$ cat src/rtl/rxq_pkg.sv
package rxq_pkg;

  typedef enum logic [1:0] {
    REG_CTRL = 2'd0,
    REG_STAT = 2'd1,
    REG_LINE = 2'd2,
    REG_DATA = 2'd3
  } rxq_reg_e;

  localparam int CTRL_CLR_BIT  = 1;
  localparam int CTRL_TRIG_LSB = 7;
  localparam int CTRL_ACC_LSB  = 9;
  localparam logic [15:0] CTRL_MASK = 16'h0F82;
  localparam logic [15:0] STAT_FIXED = 16'h0060;
  localparam int STAT_DR_BIT   = 0;
  localparam int STAT_FULL_BIT = 1;

  function automatic int unsigned trig_level(input logic [1:0] sel);
    case (sel)
      2'd0:    return 1;
      2'd1:    return 4;
      2'd2:    return 8;
      default: return 14;
    endcase
  endfunction

  function automatic int unsigned accept_limit(input logic [2:0] sel);
    if (sel == 3'd0) return 15;
    if (sel == 3'd1) return 1;
    return 2 * int'(sel);
  endfunction

endpackage

$ cat src/rtl/rxq_store.sv
module rxq_store #(
  parameter int DATA_W = 8,
  parameter int DEPTH  = 16,
  localparam int PTR_W = (DEPTH > 1) ? $clog2(DEPTH) : 1,
  localparam int CNT_W = $clog2(DEPTH + 1)
) (
  input  logic              clk,
  input  logic              rst_n,
  input  logic              clr,
  input  logic              push_req,
  input  logic              pop_req,
  input  logic [DATA_W-1:0] din,
  output logic [DATA_W-1:0] head,
  output logic              push_ok,
  output logic              pop_ok,
  output logic              ovf,
  output logic [CNT_W-1:0]  cnt_q,
  output logic [CNT_W-1:0]  cnt_next
);

  logic [DATA_W-1:0] mem [DEPTH];
  logic [PTR_W-1:0]  wr_q, wr_d, rd_q, rd_d;
  logic              full, empty;

  function automatic logic [PTR_W-1:0] bump(input logic [PTR_W-1:0] p);
    return (p == PTR_W'(DEPTH - 1)) ? '0 : p + 1'b1;
  endfunction

  assign full  = (cnt_q == CNT_W'(DEPTH));
  assign empty = (cnt_q == '0);

  always_comb begin
    pop_ok  = pop_req && !empty && !clr;
    push_ok = push_req && !clr && (!full || pop_ok);
    ovf     = push_req && !clr && full && !pop_ok;
  end

  always_comb begin
    wr_d     = wr_q;
    rd_d     = rd_q;
    cnt_next = cnt_q;
    if (clr) begin
      wr_d     = '0;
      rd_d     = '0;
      cnt_next = '0;
    end else begin
      if (push_ok) wr_d = bump(wr_q);
      if (pop_ok)  rd_d = bump(rd_q);
      if (push_ok && !pop_ok) cnt_next = cnt_q + 1'b1;
      if (pop_ok && !push_ok) cnt_next = cnt_q - 1'b1;
    end
  end

  always_ff @(posedge clk or negedge rst_n) begin
    if (!rst_n) begin
      wr_q  <= '0;
      rd_q  <= '0;
      cnt_q <= '0;
    end else begin
      wr_q  <= wr_d;
      rd_q  <= rd_d;
      cnt_q <= cnt_next;
    end
  end

  always_ff @(posedge clk) begin
    if (push_ok) mem[wr_q] <= din;
  end

  assign head = empty ? '0 : mem[rd_q];

endmodule

$ cat src/rtl/rxq_flags.sv
module rxq_flags
  import rxq_pkg::*;
#(
  parameter int CNT_W = 5
) (
  input  logic             clk,
  input  logic             rst_n,
  input  logic             update,
  input  logic [1:0]       trig_sel,
  input  logic [2:0]       acc_sel,
  input  logic [CNT_W-1:0] cnt_q,
  input  logic [CNT_W-1:0] cnt_next,
  output logic             dr_q,
  output logic             full_q,
  output logic             ready
);

  logic [CNT_W-1:0] trig_v, lim_v;
  logic             dr_d, full_d;

  assign trig_v = CNT_W'(trig_level(trig_sel));
  assign lim_v  = CNT_W'(accept_limit(acc_sel));

  always_comb begin
    dr_d   = dr_q;
    full_d = full_q;
    if (update) begin
      full_d = (cnt_next >= trig_v);
      dr_d   = (cnt_next < trig_v) && (cnt_next != '0);
    end
  end

  always_ff @(posedge clk or negedge rst_n) begin
    if (!rst_n) begin
      dr_q   <= 1'b0;
      full_q <= 1'b0;
    end else begin
      dr_q   <= dr_d;
      full_q <= full_d;
    end
  end

  assign ready = (cnt_q < lim_v);

endmodule

$ cat src/rtl/rxq_regs.sv
module rxq_regs
  import rxq_pkg::*;
#(
  parameter int DATA_W = 8,
  parameter int BUS_W  = 16
) (
  input  logic              clk,
  input  logic              rst_n,
  input  logic [1:0]        bus_addr,
  input  logic              bus_wr,
  input  logic              bus_rd,
  input  logic [BUS_W-1:0]  bus_wdata,
  input  logic              ovf,
  input  logic              dr,
  input  logic              full,
  input  logic [DATA_W-1:0] head,
  output logic [BUS_W-1:0]  bus_rdata,
  output logic [BUS_W-1:0]  ctrl_q,
  output logic              line_q,
  output logic              pop_req
);

  rxq_reg_e         sel;
  logic [BUS_W-1:0] ctrl_d;
  logic             line_d;
  logic             ctrl_en;

  assign sel     = rxq_reg_e'(bus_addr);
  assign pop_req = bus_rd && (sel == REG_DATA);
  assign ctrl_en = bus_wr && (sel == REG_CTRL);
  assign ctrl_d  = bus_wdata & BUS_W'(CTRL_MASK);

  always_comb begin
    line_d = line_q;
    if (ovf)                                 line_d = 1'b1;
    else if (bus_wr && (sel == REG_LINE))    line_d = bus_wdata[0];
    else if (bus_rd && (sel == REG_LINE))    line_d = 1'b0;
  end

  always_ff @(posedge clk or negedge rst_n) begin
    if (!rst_n) begin
      ctrl_q <= '0;
      line_q <= 1'b0;
    end else begin
      if (ctrl_en) ctrl_q <= ctrl_d;
      line_q <= line_d;
    end
  end

  always_comb begin
    bus_rdata = '0;
    case (sel)
      REG_CTRL: bus_rdata = ctrl_q;
      REG_STAT: begin
        bus_rdata                = BUS_W'(STAT_FIXED);
        bus_rdata[STAT_DR_BIT]   = dr;
        bus_rdata[STAT_FULL_BIT] = full;
      end
      REG_LINE: bus_rdata = BUS_W'(line_q);
      default:  bus_rdata = BUS_W'(head);
    endcase
  end

endmodule

$ cat src/rtl/rxq_top.sv
module rxq_top
  import rxq_pkg::*;
#(
  parameter int DATA_W = 8,
  parameter int DEPTH  = 16,
  parameter int BUS_W  = 16,
  localparam int CNT_W = $clog2(DEPTH + 1)
) (
  input  logic              clk,
  input  logic              rst_n,
  input  logic              rx_valid,
  input  logic [DATA_W-1:0] rx_data,
  input  logic [1:0]        bus_addr,
  input  logic              bus_wr,
  input  logic              bus_rd,
  input  logic [BUS_W-1:0]  bus_wdata,
  output logic [BUS_W-1:0]  bus_rdata,
  output logic              rx_ready,
  output logic              data_ready,
  output logic              rx_full
);

  logic [BUS_W-1:0]  ctrl_q;
  logic              line_q;
  logic              pop_req, push_ok, pop_ok, ovf, clr;
  logic [DATA_W-1:0] head;
  logic [CNT_W-1:0]  cnt_q, cnt_next;

  assign clr = ctrl_q[CTRL_CLR_BIT];

  rxq_store #(.DATA_W(DATA_W), .DEPTH(DEPTH)) u_store (
    .clk(clk), .rst_n(rst_n), .clr(clr),
    .push_req(rx_valid), .pop_req(pop_req), .din(rx_data),
    .head(head), .push_ok(push_ok), .pop_ok(pop_ok), .ovf(ovf),
    .cnt_q(cnt_q), .cnt_next(cnt_next)
  );

  rxq_flags #(.CNT_W(CNT_W)) u_flags (
    .clk(clk), .rst_n(rst_n),
    .update(push_ok || pop_ok || clr),
    .trig_sel(ctrl_q[CTRL_TRIG_LSB +: 2]),
    .acc_sel(ctrl_q[CTRL_ACC_LSB +: 3]),
    .cnt_q(cnt_q), .cnt_next(cnt_next),
    .dr_q(data_ready), .full_q(rx_full), .ready(rx_ready)
  );

  rxq_regs #(.DATA_W(DATA_W), .BUS_W(BUS_W)) u_regs (
    .clk(clk), .rst_n(rst_n),
    .bus_addr(bus_addr), .bus_wr(bus_wr), .bus_rd(bus_rd),
    .bus_wdata(bus_wdata), .ovf(ovf), .dr(data_ready), .full(rx_full),
    .head(head), .bus_rdata(bus_rdata), .ctrl_q(ctrl_q),
    .line_q(line_q), .pop_req(pop_req)
  );

endmodule

$ cat config.mk
export PLATFORM = sky130hd
export DESIGN_NAME = rxq_top
export DESIGN_NICKNAME = d
export VERILOG_FILES = /design/src/rtl/rxq_pkg.sv /design/src/rtl/rxq_store.sv /design/src/rtl/rxq_flags.sv /design/src/rtl/rxq_regs.sv /design/src/rtl/rxq_top.sv
export SDC_FILE = /design/constraint.sdc
export NUM_CORES = 1
export LEC_CHECK = 0
export BUFFER_PORTS_ARGS = -buffer_cell sky130_fd_sc_hd__buf_2
export CORE_ASPECT_RATIO = 0.6
export CORE_MARGIN = 2
export CORE_UTILIZATION = 31
export CTS_BUF_LIST = sky130_fd_sc_hd__clkbuf_4
export CTS_CLUSTER_DIAMETER = 200
export CTS_CLUSTER_SIZE = 14
export DETAILED_ROUTE_END_ITERATION = 6
export GPL_ROUTABILITY_DRIVEN = 1
export SLEW_MARGIN = 10
export SYNTH_ARGS = -nofsm -noshare
export SYNTH_HDL_FRONTEND = slang
export SYNTH_SLANG_ARGS = --single-unit
$ cat constraint.sdc
create_clock -name clk -period 3.4 [get_ports clk]
set_clock_uncertainty 0.05 [all_clocks]
set_input_delay 0.17 -clock clk [delete_from_list [all_inputs] [get_ports clk]]
set_output_delay 0.17 -clock clk [all_outputs]
set_load 0.02 [all_outputs]
==> impl_metrics.yaml <==
run_status:
  status: "completed"
floorplan:
  die-width_um: 191.7
  dieArea_mm2: 0.02236
  ioPinCount: 50
  num_rows: 41
  die_y_um: 116.6
  core-area_mm2: 0.02088
  start_util_pct: 31.40
final_layout:
  syn2layout_area_growth_pct: 16.97
  post-route-util_pct: 36.72
  drive_gt1_share_pct: 30.64
  nFillCells: 1953
  nets: 516
  final_cells: 763
  multi_input_area_mm2: 0.001983
  ff_latch_area_mm2: 0.004397
sta:
  slew_headroom_pct: 48.24
  worst_slew_pin_slew_ps: 776.4
  holdWs_ps: 72.73
  min_period_over_period_pct: 94.64
  setup_viol: 0
  period_needed_ps: 3218
  finalHoldViolations: 0
  max_freq_ghz: 0.3108
  rsz0062_at_grt: "no"
  tns_ps: 0
  maxSlewViolCount: 0
clock_network:
  cts_buffers: 17
  clockBufferDepth: 2
  insertion_delay_ps: 540
  cts_htree_levels: 4
  clock-sinks: 150
  clkTransAtPathRegs_ps: 140
  clock-root-buffer: "clkbuf_4"
  cts_tree: "yes"
detailed_routing:
  drtIter0Drc: 349
  via_per_inst: 4.929
  vias: 3761
  post-route-drc-count: 0
  wirelength_um: 14960
  drt_pass1_iterations: 4
  drt.antenna.violating_nets: 0
  wl_per_cell_um: 19.61
logic_synthesis:
  ys_top_cells_by_count: "edfxtp_1 (128), mux4_2 (40), nor2_1 (23), dfrtp_1 (22), inv_1 (22)"
  synth_edf_count: 128
  yosysMostFrequentCell: "edfxtp_1"
  synth_cell_types: 54
  synth_top_cell_area_share_pct: 58.64
  synth_seq_cells: 150
  netlist_area_mm2: 0.006555
  synth.area.top_cells: "edfxtp_1 (59%), mux4_2 (14%), dfrtp_1 (8.4%)"
  yosysTopAreaCell: "edfxtp_1"
  synth-async-reset-ratio_pct: 14.67
  ys.flop_type: "edfxtp_1"
  yosys_warnings: 0
  synthCells: 391
  syn_area_per_cell_um2: 16.76
  ys_seq_area_share_pct: 67.04
hold_path:
  worstHoldPathType: "input port to async pin"
critical_path:
  regToRegSetupSlack_ps: 180
  critPathMaxStageDelay_ps: 520
  setup.worst_path.start: "u_store.cnt_q[0]$_DFF_PN0_"
  r2r_end: "u_flags.full_q$_DFFE_PN0P_"
  worstPathMaxFanout: 7
  cp-endpoint: "u_flags.full_q$_DFFE_PN0P_"
  crit_family: "compound AO/OA/AOI/OAI gates"
  start_kind: "flip-flop"
  crit_path_cell_trace: "inv_1, ha_1, or4b_4, buf_4, nand2_2, a22o_1, a22oi_2, inv_1, ha_1, nor2b_1, o21ai_0, nand2b_1, a211oi_1, o21a_1, a21oi_1"
  cp_data_arrival_time_ps: 3580
  crit_path_end_kind: "flip-flop"
  worstReg2RegStart: "u_store.cnt_q[0]$_DFF_PN0_"
  path_buf_inv: 3
  r2r_cells: 15
  path_depth: 15
  worstSetupPathType: "flip-flop to flip-flop"
  crit_required_ps: 3760
  cp_slowest_cell: "or4b_4"
job:
  maxCapViolations: 0
grt:
  grt_pass1_wl_um: 22250
  grt_overflow_total: 0
  grt_max_degree: 25
  grt_pass1_vias: 3709
  grtUsageTotal_pct: 13.98
  antenna_found_initial: 1
pwr:
  ir_worst_vdd_uv: 213.8
  p_leak_nw: 2.686
  cellPowerDensity_mw_per_mm2: 568.9
place:
  gp_congestion: 0.8315
  dp_cells: 710
  dpl.hpwl_um: 10290
  portBuffers: 36
-- routing by layer --
metal / share of wire, % / global-route usage, % / vias to the layer above
met4: 0.81 / 4.000 / 0
met2: 44 / 19.59 / 115
met1: 50 / 21.24 / 1962
met3: 5.4 / 3.636 / 9
met5: 0 / 0 / -
li1: - / - / 1675
-- stage by stage --
step | setup slack (ps) | total power, mW | area [µm²]
after CTS | 51.52 | 4.374 | 7640
after floorplan | 422.0 | 2.832 | 6566
final | 182.4 | 4.362 | 7667
after global placement | 237.1 | 3.092 | 7147
after detailed placement | 104.1 | 3.133 | 7147
after global routing | 7.463 | 4.578 | 7667
-- kinds of logic (layout without fill, tap and decap cells) --
family / Yosys count / in the layout / share of synthesized area [%]
multiplexers: 46 / 46 / 14.98
XOR/XNOR: 4 / 4 / 0.5346
other: 1 / 5 / 0.05721
adder cells (fa/ha/maj): 15 / 15 / 2.863
buffers and inverters: 43 / 132 / 3.016
flip-flops: 150 / 150 / 67.04
AO/OA/AOI/OAI: 42 / 42 / 4.314
AND/OR/NAND/NOR: 90 / 90 / 7.196
-- worst min-delay path by stage --
stage,endpoint,slack [ps],depth (start not counted)
finish,u_regs.line_q$_DFFE_PN0P_,70,2
global route,u_store.cnt_q[3]$_DFF_PN0_,80,2
detailed placement,u_store.cnt_q[3]$_DFF_PN0_,130,1
global placement,u_store.cnt_q[0]$_DFF_PN0_,120,1
floorplan,u_flags.dr_q$_DFFE_PN0P_,-180,0
CTS,u_regs.line_q$_DFFE_PN0P_,40,2
-- what timing repair did --
action | in CTS | in global routing
hold buffers | 18 | 0
buffers inserted | 0 | 2
gates resized for setup | 0 | 3
endpoints found under the hold margin | 157 | 0
setup endpoints to repair | 0 | 4
-- cells in the final DEF (no fill, tap or decap), drive strengths merged, types with 3 or more instances in the layout --
cell and n:
o21ai 12, nor3 6, nand3 4, and2 13
edfxtp 128, mux4 40, and3 3, clkinv 3
clkbuf 21, dfrtp 22, nor4 3, nand2 18
a211oi 3, nor2 23, buf 60, bufinv 4
nand2b 3, conb 4, mux2 4, nor2b 7
inv 26, ha 15, xor2 3, dlygate4sd3 18
a21oi 12
-- where the power goes --
group	total (mW)	internal (mW)	switching, mW
clock network	1.22	0.611	0.607
registers	2.17	2.09	0.0813
logic	0.972	0.443	0.529
total	4.36	3.14	1.22
-- registers in the layout (all words and copies together), names as in the netlist --
register / cells
u_store.wr_q: 4
u_regs.line_q: 1
u_store.mem: 128
u_flags.full_q: 1
u_regs.ctrl_q: 6
u_store.cnt_q: 5
u_store.rd_q: 4
u_flags.dr_q: 1
-- cell type report --
class                      count  area share, %
clock buffer                  21          2.056
clock inverter                11          2.024
tap                          279          4.553
timing repair buffer          78          7.050
sequential                   150          57.34
inverter                      22          1.077
multi-input combinational    201          25.86
antenna                        1        0.03264
(Power assumes the default switching activity.)
